### src/rtl/pcsw_pkg.sv
package pcsw_pkg;
  localparam int REGS_PER_SOCK = 64;
  localparam int MAP_BASE      = 16;
  localparam int MAP_STRIDE    = 8;
  localparam int OFS_WEN       = 6;
  localparam int OFS_IOCTL     = 7;
  localparam int IO_BASE       = 8;
  localparam int CADDR_W       = 25;
  localparam int PAGE_W        = 12;
  localparam int CPAGE_W       = 13;

  typedef struct packed {
    logic               hit;
    logic [CADDR_W-1:0] caddr;
    logic               attr;
    logic               w16;
    logic               tset;
    logic               zws;
  } dec_t;

  function automatic logic reg_implemented(input logic [5:0] ofs, input int nmem);
    int o;
    o = int'(ofs);
    if (o == 2 || o == 3 || o == OFS_WEN || o == OFS_IOCTL) return 1'b1;
    if (o >= IO_BASE && o < MAP_BASE) return 1'b1;
    if (o >= MAP_BASE && o < MAP_BASE + MAP_STRIDE * nmem && ofs[2:0] < 3'd6) return 1'b1;
    return 1'b0;
  endfunction
endpackage

### src/rtl/pcsw_regfile.sv
module pcsw_regfile
  import pcsw_pkg::*;
#(
  parameter int         NSOCK = 2,
  parameter int         NMEM  = 5,
  parameter logic [3:0] REV   = 4'h2
) (
  input  logic clk,
  input  logic rst,
  input  logic port_wr,
  input  logic port_rd,
  input  logic port_sel,
  input  logic [7:0] port_wdata,
  output logic [7:0] port_rdata,
  output logic [NSOCK-1:0][REGS_PER_SOCK-1:0][7:0] regs_o
);
  logic [7:0] idx_q;
  logic [NSOCK-1:0][REGS_PER_SOCK-1:0][7:0] regs_q;
  logic [1:0] isock;
  logic [5:0] iofs;
  logic       sock_ok;
  logic       wr_ok;
  logic [7:0] rd_val;

  assign isock  = idx_q[7:6];
  assign iofs   = idx_q[5:0];
  assign sock_ok = int'(isock) < NSOCK;
  assign wr_ok  = sock_ok && reg_implemented(iofs, NMEM);
  assign regs_o = regs_q;

  always_comb begin
    rd_val = 8'h00;
    for (int s = 0; s < NSOCK; s++) begin
      if (isock == 2'(s)) begin
        if (iofs == 6'h00)                  rd_val = {4'h8, REV};
        else if (reg_implemented(iofs, NMEM)) rd_val = regs_q[s][iofs];
      end
    end
  end

  always_ff @(posedge clk) begin
    if (rst) begin
      idx_q      <= 8'h00;
      regs_q     <= '0;
      port_rdata <= 8'h00;
    end else begin
      if (port_wr && !port_sel) idx_q <= port_wdata;
      if (port_wr && port_sel && wr_ok) begin
        for (int s = 0; s < NSOCK; s++)
          if (isock == 2'(s)) regs_q[s][iofs] <= port_wdata;
      end
      if (port_rd) port_rdata <= port_sel ? rd_val : idx_q;
    end
  end

  // identification byte format
  assert_id_R2: assert property (@(posedge clk) disable iff (rst)
    port_rd && port_sel && sock_ok && iofs == 6'h00 |=>
      port_rdata[7:4] == 4'h8 && port_rdata[3:0] != 4'h0);

  // reset clears index and read data
  assert_reset_R3: assert property (@(posedge clk)
    rst |=> idx_q == 8'h00 && port_rdata == 8'h00);

  // socket past NSOCK reads as zero
  assert_badsock_R1: assert property (@(posedge clk) disable iff (rst)
    port_rd && port_sel && !sock_ok |=> port_rdata == 8'h00);
endmodule

### src/rtl/pcsw_io_win.sv
module pcsw_io_win #(
  parameter int AW = 16
) (
  input  logic          en,
  input  logic [AW-1:0] start,
  input  logic [AW-1:0] stop,
  input  logic [AW-1:0] addr,
  output logic          match
);
  assign match = en && (addr >= start) && (addr <= stop);
endmodule

### src/rtl/pcsw_mem_win.sv
module pcsw_mem_win
  import pcsw_pkg::*;
(
  input  logic               en,
  input  logic [PAGE_W-1:0]  page,
  input  logic [PAGE_W-1:0]  start,
  input  logic [PAGE_W-1:0]  stop,
  input  logic [CPAGE_W-1:0] offset,
  output logic               match,
  output logic [CPAGE_W-1:0] cpage
);
  assign match = en && (page >= start) && (page <= stop);
  assign cpage = {1'b0, page} + offset;
endmodule

### src/rtl/pcsock_win_dec.sv
module pcsock_win_dec
  import pcsw_pkg::*;
#(
  parameter int         NSOCK = 2,
  parameter int         NMEM  = 5,
  parameter logic [3:0] REV   = 4'h2,
  localparam int        SW    = (NSOCK > 1) ? $clog2(NSOCK) : 1
) (
  input  logic                 clk,
  input  logic                 rst,
  input  logic                 port_wr,
  input  logic                 port_rd,
  input  logic                 port_sel,
  input  logic [7:0]           port_wdata,
  output logic [7:0]           port_rdata,
  input  logic                 acc_valid,
  input  logic                 acc_io,
  input  logic [SW-1:0]        acc_sock,
  input  logic [23:0]          acc_addr,
  input  logic                 card_req16,
  output logic                 dec_hit,
  output logic [CADDR_W-1:0]   dec_caddr,
  output logic                 dec_attr,
  output logic                 dec_w16,
  output logic                 dec_tset,
  output logic                 dec_zws,
  output logic [NSOCK*4-1:0]   sock_irq,
  output logic [NSOCK-1:0]     sock_hold_rst,
  output logic [NSOCK-1:0]     sock_io_card,
  output logic [NSOCK-1:0]     sock_out_en,
  output logic [NSOCK-1:0]     sock_auto_pwr,
  output logic [NSOCK-1:0]     sock_card_en
);
  logic [NSOCK-1:0][REGS_PER_SOCK-1:0][7:0] regs;
  logic [REGS_PER_SOCK-1:0][7:0] sr;
  logic sock_ok;
  logic [1:0] io_m;
  logic [NMEM-1:0] mem_m;
  logic [NMEM-1:0][CPAGE_W-1:0] mem_pg;
  dec_t nxt, dq;
  logic unused_regs;

  pcsw_regfile #(.NSOCK(NSOCK), .NMEM(NMEM), .REV(REV)) u_rf (
    .clk(clk), .rst(rst), .port_wr(port_wr), .port_rd(port_rd),
    .port_sel(port_sel), .port_wdata(port_wdata), .port_rdata(port_rdata),
    .regs_o(regs)
  );

  // socket select for the decode path
  always_comb begin
    sr = '0;
    sock_ok = 1'b0;
    for (int s = 0; s < NSOCK; s++) begin
      if (acc_sock == SW'(s)) begin
        sr = regs[s];
        sock_ok = 1'b1;
      end
    end
  end
  assign unused_regs = ^sr;

  for (genvar w = 0; w < 2; w++) begin : g_io
    localparam int B = IO_BASE + 4 * w;
    pcsw_io_win #(.AW(16)) u_win (
      .en(sr[OFS_WEN][6+w]),
      .start({sr[B+1], sr[B]}),
      .stop({sr[B+3], sr[B+2]}),
      .addr(acc_addr[15:0]),
      .match(io_m[w])
    );
  end

  for (genvar m = 0; m < NMEM; m++) begin : g_map
    localparam int B = MAP_BASE + MAP_STRIDE * m;
    pcsw_mem_win u_map (
      .en(sr[OFS_WEN][m]),
      .page(acc_addr[23:12]),
      .start({sr[B+1][3:0], sr[B]}),
      .stop({sr[B+3][3:0], sr[B+2]}),
      .offset({sr[B+5][4:0], sr[B+4]}),
      .match(mem_m[m]),
      .cpage(mem_pg[m])
    );
  end

  // priority pick: scan high to low so the lowest match lands last
  always_comb begin
    logic [3:0] nib;
    int b;
    nxt = '0;
    nib = 4'h0;
    b   = 0;
    if (acc_valid && sock_ok) begin
      if (acc_io) begin
        for (int w = 1; w >= 0; w--) begin
          if (io_m[w]) begin
            nib       = sr[OFS_IOCTL][4*w +: 4];
            nxt.hit   = 1'b1;
            nxt.caddr = {9'd0, acc_addr[15:0]};
            nxt.attr  = 1'b0;
            nxt.w16   = nib[0] | (nib[1] & card_req16);
            nxt.zws   = nib[2];
            nxt.tset  = nib[3];
          end
        end
      end else begin
        for (int m = NMEM - 1; m >= 0; m--) begin
          if (mem_m[m]) begin
            b         = MAP_BASE + MAP_STRIDE * m;
            nxt.hit   = 1'b1;
            nxt.caddr = {mem_pg[m], acc_addr[11:0]};
            nxt.w16   = sr[b+1][7];
            nxt.tset  = sr[b+3][6];
            nxt.attr  = sr[b+5][6];
            nxt.zws   = 1'b0;
          end
        end
      end
    end
  end

  always_ff @(posedge clk) begin
    if (rst) dq <= '0;
    else     dq <= nxt;
  end

  assign dec_hit   = dq.hit;
  assign dec_caddr = dq.caddr;
  assign dec_attr  = dq.attr;
  assign dec_w16   = dq.w16;
  assign dec_tset  = dq.tset;
  assign dec_zws   = dq.zws;

  for (genvar s = 0; s < NSOCK; s++) begin : g_ctl
    assign sock_irq[4*s +: 4] = regs[s][3][3:0];
    assign sock_io_card[s]    = regs[s][3][5];
    assign sock_hold_rst[s]   = ~regs[s][3][6];
    assign sock_out_en[s]     = regs[s][2][7];
    assign sock_auto_pwr[s]   = regs[s][2][5];
    assign sock_card_en[s]    = regs[s][2][4];
  end

  // nothing claimed right after reset
  assert_reset_R3: assert property (@(posedge clk) rst |=> !dec_hit);

  // no cycle presented, nothing claimed
  assert_idle_R10: assert property (@(posedge clk) disable iff (rst)
    !acc_valid |=> !dec_hit && dec_caddr == '0);

  // I/O cycles pass the address through as common space
  assert_io_addr_R4: assert property (@(posedge clk) disable iff (rst)
    acc_valid && acc_io |=>
      !dec_hit || (dec_caddr == {9'd0, $past(acc_addr[15:0])} && !dec_attr));

  // low 12 address bits are never relocated
  assert_mem_low_R7: assert property (@(posedge clk) disable iff (rst)
    acc_valid && !acc_io |=> !dec_hit || dec_caddr[11:0] == $past(acc_addr[11:0]));

  // window 0 wins when it matches
  assert_prio_R9: assert property (@(posedge clk) disable iff (rst)
    acc_valid && acc_io && sock_ok && io_m[0] |=>
      dec_hit && dec_zws == $past(sr[OFS_IOCTL][2]) && dec_tset == $past(sr[OFS_IOCTL][3]));

  // memory cycles never report zero wait
  assert_mem_zws_R8: assert property (@(posedge clk) disable iff (rst)
    acc_valid && !acc_io |=> !dec_zws);
endmodule

### config.mk
export PLATFORM = sky130hd
export DESIGN_NAME = pcsock_win_dec
export DESIGN_NICKNAME = d
export VERILOG_FILES = /design/src/rtl/pcsw_pkg.sv /design/src/rtl/pcsw_regfile.sv /design/src/rtl/pcsw_io_win.sv /design/src/rtl/pcsw_mem_win.sv /design/src/rtl/pcsock_win_dec.sv
export SDC_FILE = /design/constraint.sdc
export NUM_CORES = 2
export LEC_CHECK = 0
export BUFFER_PORTS_ARGS = -buffer_cell sky130_fd_sc_hd__buf_2
export CELL_PAD_IN_SITES_DETAIL_PLACEMENT = 1
export CELL_PAD_IN_SITES_GLOBAL_PLACEMENT = 1
export CORE_AREA = 2 2 290 579
export CTS_BUF_LIST = sky130_fd_sc_hd__clkbuf_8
export DETAILED_ROUTE_END_ITERATION = 10
export DIE_AREA = 0 0 292 581
export MAX_ROUTING_LAYER = met4
export PLACE_DENSITY = 0.6
export SLEW_MARGIN = 20
export SYNTH_ARGS = -nofsm -noshare
export SYNTH_HDL_FRONTEND = slang
export SYNTH_SLANG_ARGS = --single-unit
### constraint.sdc
create_clock -name clk -period 8.42 [get_ports clk]
set_input_delay 2.526 -clock clk [delete_from_list [all_inputs] [get_ports clk]]
set_output_delay 2.526 -clock clk [all_outputs]
set_load 0.005 [all_outputs]
==> impl_summary.md <==
Power
The power density over cell area is 185 nW/um^2. The largest voltage drop on the vdd net is 0.0874 mV. The completed layout was analyzed and its total power is 10.2 mW. The leakage component of the power is 19.5 nW.

Critical path
The startpoint of the lowest-slack register-to-register path is u_rf.idx_q[1]. The cell family contributing the most delay on the critical path is compound AO/OA/AOI/OAI gates. The endpoint identified for the worst register-to-register timing path is u_rf.port_rdata[5]. The kind of critical path is in -> reg. In this run the register-to-register setup slack is 3.12 ns. The signal on the critical path passes through buf_8 -> buf_12 -> mux2i_2 -> fa_1 -> nor2b_1 -> o21ai_0 -> a21boi_0 -> or4_1 -> a31o_2 -> o41ai_1 -> xnor2_1 -> o22ai_1. In this run the worst path has a maximum fanout of 62.

Counting both buffers and inverters, the worst setup path holds a total of 2. The maximum single-stage delay on the critical path is 0.81 ns. The number of cells traversed by the worst register-to-register path is 9. The critical path required time is 9.18 ns. The worst setup path is captured at a flop. The slowest stage of the critical path belongs to the cell sky130_fd_sc_hd__mux2i_2. The worst setup path is launched from a primary input. Data arrives at the worst endpoint at 6.89 ns.

Drt
The detailed router's first-iteration violation count is 3793. After detailed routing, the number of remaining DRC violations is 0. The per-cell via count in the routed design is 6.09. The detailed-route via count is 49200. The number of iterations in the first detailed-routing pass is 6. The detail route stage leaves a number of antenna-violating nets equal to 0. For this block, the routed nets add up to 278000 um of wire. In the final routed layout, each cell accounts on average for 34.5 um.

Timing
Setup violations remaining at the end of the flow were counted as 0. Measured against its own limit, the worst slew margin works out to 10.5%. The final count of hold timing violations is 0. Summed over all failing endpoints, the final setup total negative slack is 0 ns. The clock period could shrink to 6.14 ns. The worst path uses 72.9% of the clock period. The max-slew violation count came to 0. The upper clock frequency limit is 163 MHz. Between clock sinks in the finished design, the worst skew comes to 0.0842 ns. The actual transition at the worst max-transition pin is 1.33 ns.

Setup repair after global routing left no endpoint under its margin.

Cells and area
The leading cell type in the layout, fill and taps excluded is sky130_fd_sc_hd__dfxtp_1. For this run, the post-layout net count is 6110. The share of layout cells above drive strength 1 is 11.8%. Leaving out fill and tap cells, the most frequent cells in the layout are sky130_fd_sc_hd__dfxtp_1, sky130_fd_sc_hd__a21oi_1, sky130_fd_sc_hd__o21ai_0, sky130_fd_sc_hd__nand2_1, sky130_fd_sc_hd__o22ai_1. The area overhead of the layout relative to synthesis is 11.7%.

Synthesis
The average instance in the mapped netlist occupies 8.32 sq um. The most frequently used flop master after synthesis is sky130_fd_sc_hd__dfxtp_1. The synthesized design contains 973 register bits. sky130_fd_sc_hd__dfxtp_1 takes more of the synthesized area than any other cell. The top cell type by area accounts for 39.5% of the synthesized area.

The number of flops mapped to enable cells by yosys is 0. The cell area that synthesis handed to floorplanning was 49300 sq um. During synthesis, Yosys emitted a total of 0 warnings. The number of distinct library cells after synthesis is 86. For this run, asynchronously set or reset flops after synthesis account for 0%. Counting every instance in the synthesized netlist gives 5920. In the post-synthesis netlist, the biggest area contributors are sky130_fd_sc_hd__dfxtp_1, sky130_fd_sc_hd__a21oi_1, sky130_fd_sc_hd__o21ai_0. The post-synthesis net count is 6210. The sequential element share of the synthesized area is 39.5%.

Flow run
The reported max-cap violation count is 0.

Floorplanning
The starting density of the core is 29.9%. The die is 292 um wide. The core outline area is 165000 sq um. During I/O placement, the number of pins put on the boundary was 97. The die covers 170000 sq um. The floorplan has 211 rows.

The chip height is 581 um.

Outcome
The run finished with clean final reports.

Clock network
At the later pin of the worst-skew pair, clock insertion delay measures 0.94 ns. CTS placed an instance of sky130_fd_sc_hd__clkbuf_8 at the clock tree root. In this run the deepest clock path goes through 4 buffers. The number of setup buffers added after CTS is 0. TritonCTS built the clock tree.

The total of hold buffers inserted after clock tree synthesis is 0. The number of clock buffers inserted by TritonCTS is 158. The level count of the clock H-tree is 4. The total clock sinks is 973. The quantity of gates resized following cts is 0. The clock input transition at the sequential cells of the worst setup and hold paths is 0.07 ns.

Global routing
The initial antenna violation count came to 19. The all-layer global routing usage is 32.8%. The pin count of the biggest net entering global routing is 190. The via count of the first global-routing pass is 49700. The total congestion overflow is 0. The first global-routing pass estimated 386000 um of wire.

Placement
The congestion estimate from routability-driven global placement came to 1.01. In this run the tool buffered the top-level ports with 96 buffer cells. The half-perimeter wire length of the detailed placement result is 195000 um.

Min path
In this run the worst hold path is classified as reg -> reg. The path with the worst hold slack has its endpoint at u_rf.regs_o[999]. The worst hold path begins at u_rf.regs_o[999]. Counting instances, the worst hold path has a depth of 1.
==> how the worst max path moves through the flow <==
stage,from,slack (ns),cells past startpoint,to
after global placement,acc_sock,1.71,12,dec_caddr[7]
after floorplan,acc_sock,1.96,16,dec_caddr[12]
after detailed placement,acc_sock,1.56,12,dec_caddr[7]
after global routing,acc_sock,2.20,12,dec_caddr[24]
final,acc_sock,2.28,12,dec_caddr[24]
after CTS,acc_sock,2.48,12,dec_caddr[7]
==> Yosys cell counts (7+ instances only) <==
| library cell | count |
|---|---|
| sky130_fd_sc_hd__a211o_1 | 8 |
| sky130_fd_sc_hd__mux2_2 | 112 |
| sky130_fd_sc_hd__a21o_1 | 35 |
| sky130_fd_sc_hd__nand2_1 | 757 |
| sky130_fd_sc_hd__a22oi_1 | 41 |
| sky130_fd_sc_hd__clkbuf_1 | 347 |
| sky130_fd_sc_hd__nor3_1 | 57 |
| sky130_fd_sc_hd__buf_2 | 71 |
| sky130_fd_sc_hd__o22ai_1 | 299 |
| sky130_fd_sc_hd__or3_1 | 8 |
| sky130_fd_sc_hd__nand2b_1 | 24 |
| sky130_fd_sc_hd__mux4_2 | 24 |
| sky130_fd_sc_hd__or2_2 | 8 |
| sky130_fd_sc_hd__xnor2_1 | 35 |
| sky130_fd_sc_hd__buf_1 | 47 |
| sky130_fd_sc_hd__o21ai_0 | 749 |
| sky130_fd_sc_hd__buf_6 | 11 |
| sky130_fd_sc_hd__mux2i_1 | 251 |
| sky130_fd_sc_hd__a31oi_1 | 13 |
| sky130_fd_sc_hd__o221ai_1 | 40 |
| sky130_fd_sc_hd__o22a_1 | 16 |
| sky130_fd_sc_hd__nand4_1 | 34 |
| sky130_fd_sc_hd__o211ai_1 | 14 |
| sky130_fd_sc_hd__a211oi_1 | 43 |
| sky130_fd_sc_hd__xor2_1 | 9 |
| sky130_fd_sc_hd__and3_1 | 12 |
| sky130_fd_sc_hd__o31ai_1 | 16 |
| sky130_fd_sc_hd__a221oi_1 | 21 |
| sky130_fd_sc_hd__ha_1 | 244 |
| sky130_fd_sc_hd__nor4_1 | 37 |
| sky130_fd_sc_hd__a21boi_0 | 10 |
| sky130_fd_sc_hd__or4_1 | 12 |
| sky130_fd_sc_hd__o41ai_1 | 19 |
| sky130_fd_sc_hd__nor2_2 | 7 |
| sky130_fd_sc_hd__nor2b_1 | 281 |
| sky130_fd_sc_hd__dfxtp_1 | 973 |
| sky130_fd_sc_hd__o21a_1 | 14 |
| sky130_fd_sc_hd__a21oi_1 | 767 |
| sky130_fd_sc_hd__inv_1 | 36 |
| sky130_fd_sc_hd__buf_4 | 38 |
| sky130_fd_sc_hd__nand3_1 | 35 |
| sky130_fd_sc_hd__nor2_1 | 233 |
==> worst register-to-register path, delay by kind of cell (launching register included) <==
family | cells | cell delay [ns]
DFF | 1 | 1.00
AOI/OAI and AO/OA | 5 | 1.83
buffers and inverters | 2 | 0.85
and+or+nand+nor | 2 | 1.52
==> layout make-up <==
type / count / area (sq um)
sequential: 973 / 19500
antenna: 22 / 55.1
clock inverter: 65 / 462
clock buffer: 197 / 2710
tap: 2130 / 2670
fill: 19300 / 110000
multi-input combinational: 4396 / 27600
timing repair buffer: 254 / 1890
inverter: 37 / 139
==> registers in the layout, indices dropped and copies added, names as in the netlist <==
name,cells
u_rf.regs_o,927
dec_caddr,25
u_rf.idx_q,8
u_rf.port_rdata,8
dec_attr,1
dec_hit,1
dec_tset,1
dec_w16,1
dec_zws,1
==> stage by stage <==
step / hold WS, ns / instances / util (%) / worst slack (ns) / instance area, sq um
final: 0.464 / 8074 / 33.4 / 2.28 / 55000
after global routing: 0.477 / 8068 / 33.3 / 2.20 / 55000
after CTS: 0.466 / 8051 / 33.3 / 2.48 / 54900
after detailed placement: 0.450 / 7789 / 31.4 / 1.56 / 51800
after global placement: 0.447 / 7788 / 31.4 / 1.71 / 51700
after floorplan: 0.430 / 5920 / - / 1.96 / 49300
==> cell families after synthesis <==
group	share of synthesized area, %
muxes	8.78
buffers and inverters	4.84
DFF	39.5
and+or+nand+nor	14.5
AOI/OAI and AO/OA	25.1
adders and majority gates	6.40
xor gates and xnor gates	0.782
==> metal layers <==
| layer | routed length (um) | track usage [%] | up-vias |
|---|---|---|---|
| met3 | 15400 | 5.70 | 1007 |
| li1 | - | - | 21200 |
| met1 | 96200 | 32.4 | 24900 |
| met4 | 32200 | 31.2 | 0 |
| met5 | 0 | - | - |
| met2 | 135000 | 54.5 | 2103 |
==> report_power, final <==
part           switching (mW)  leakage (nW)  internal [mW]
combinational           0.805          9.88          0.265
clock                    2.15          1.78           2.31
sequential             0.0216          7.84           4.61
(Power assumes the default switching activity.)
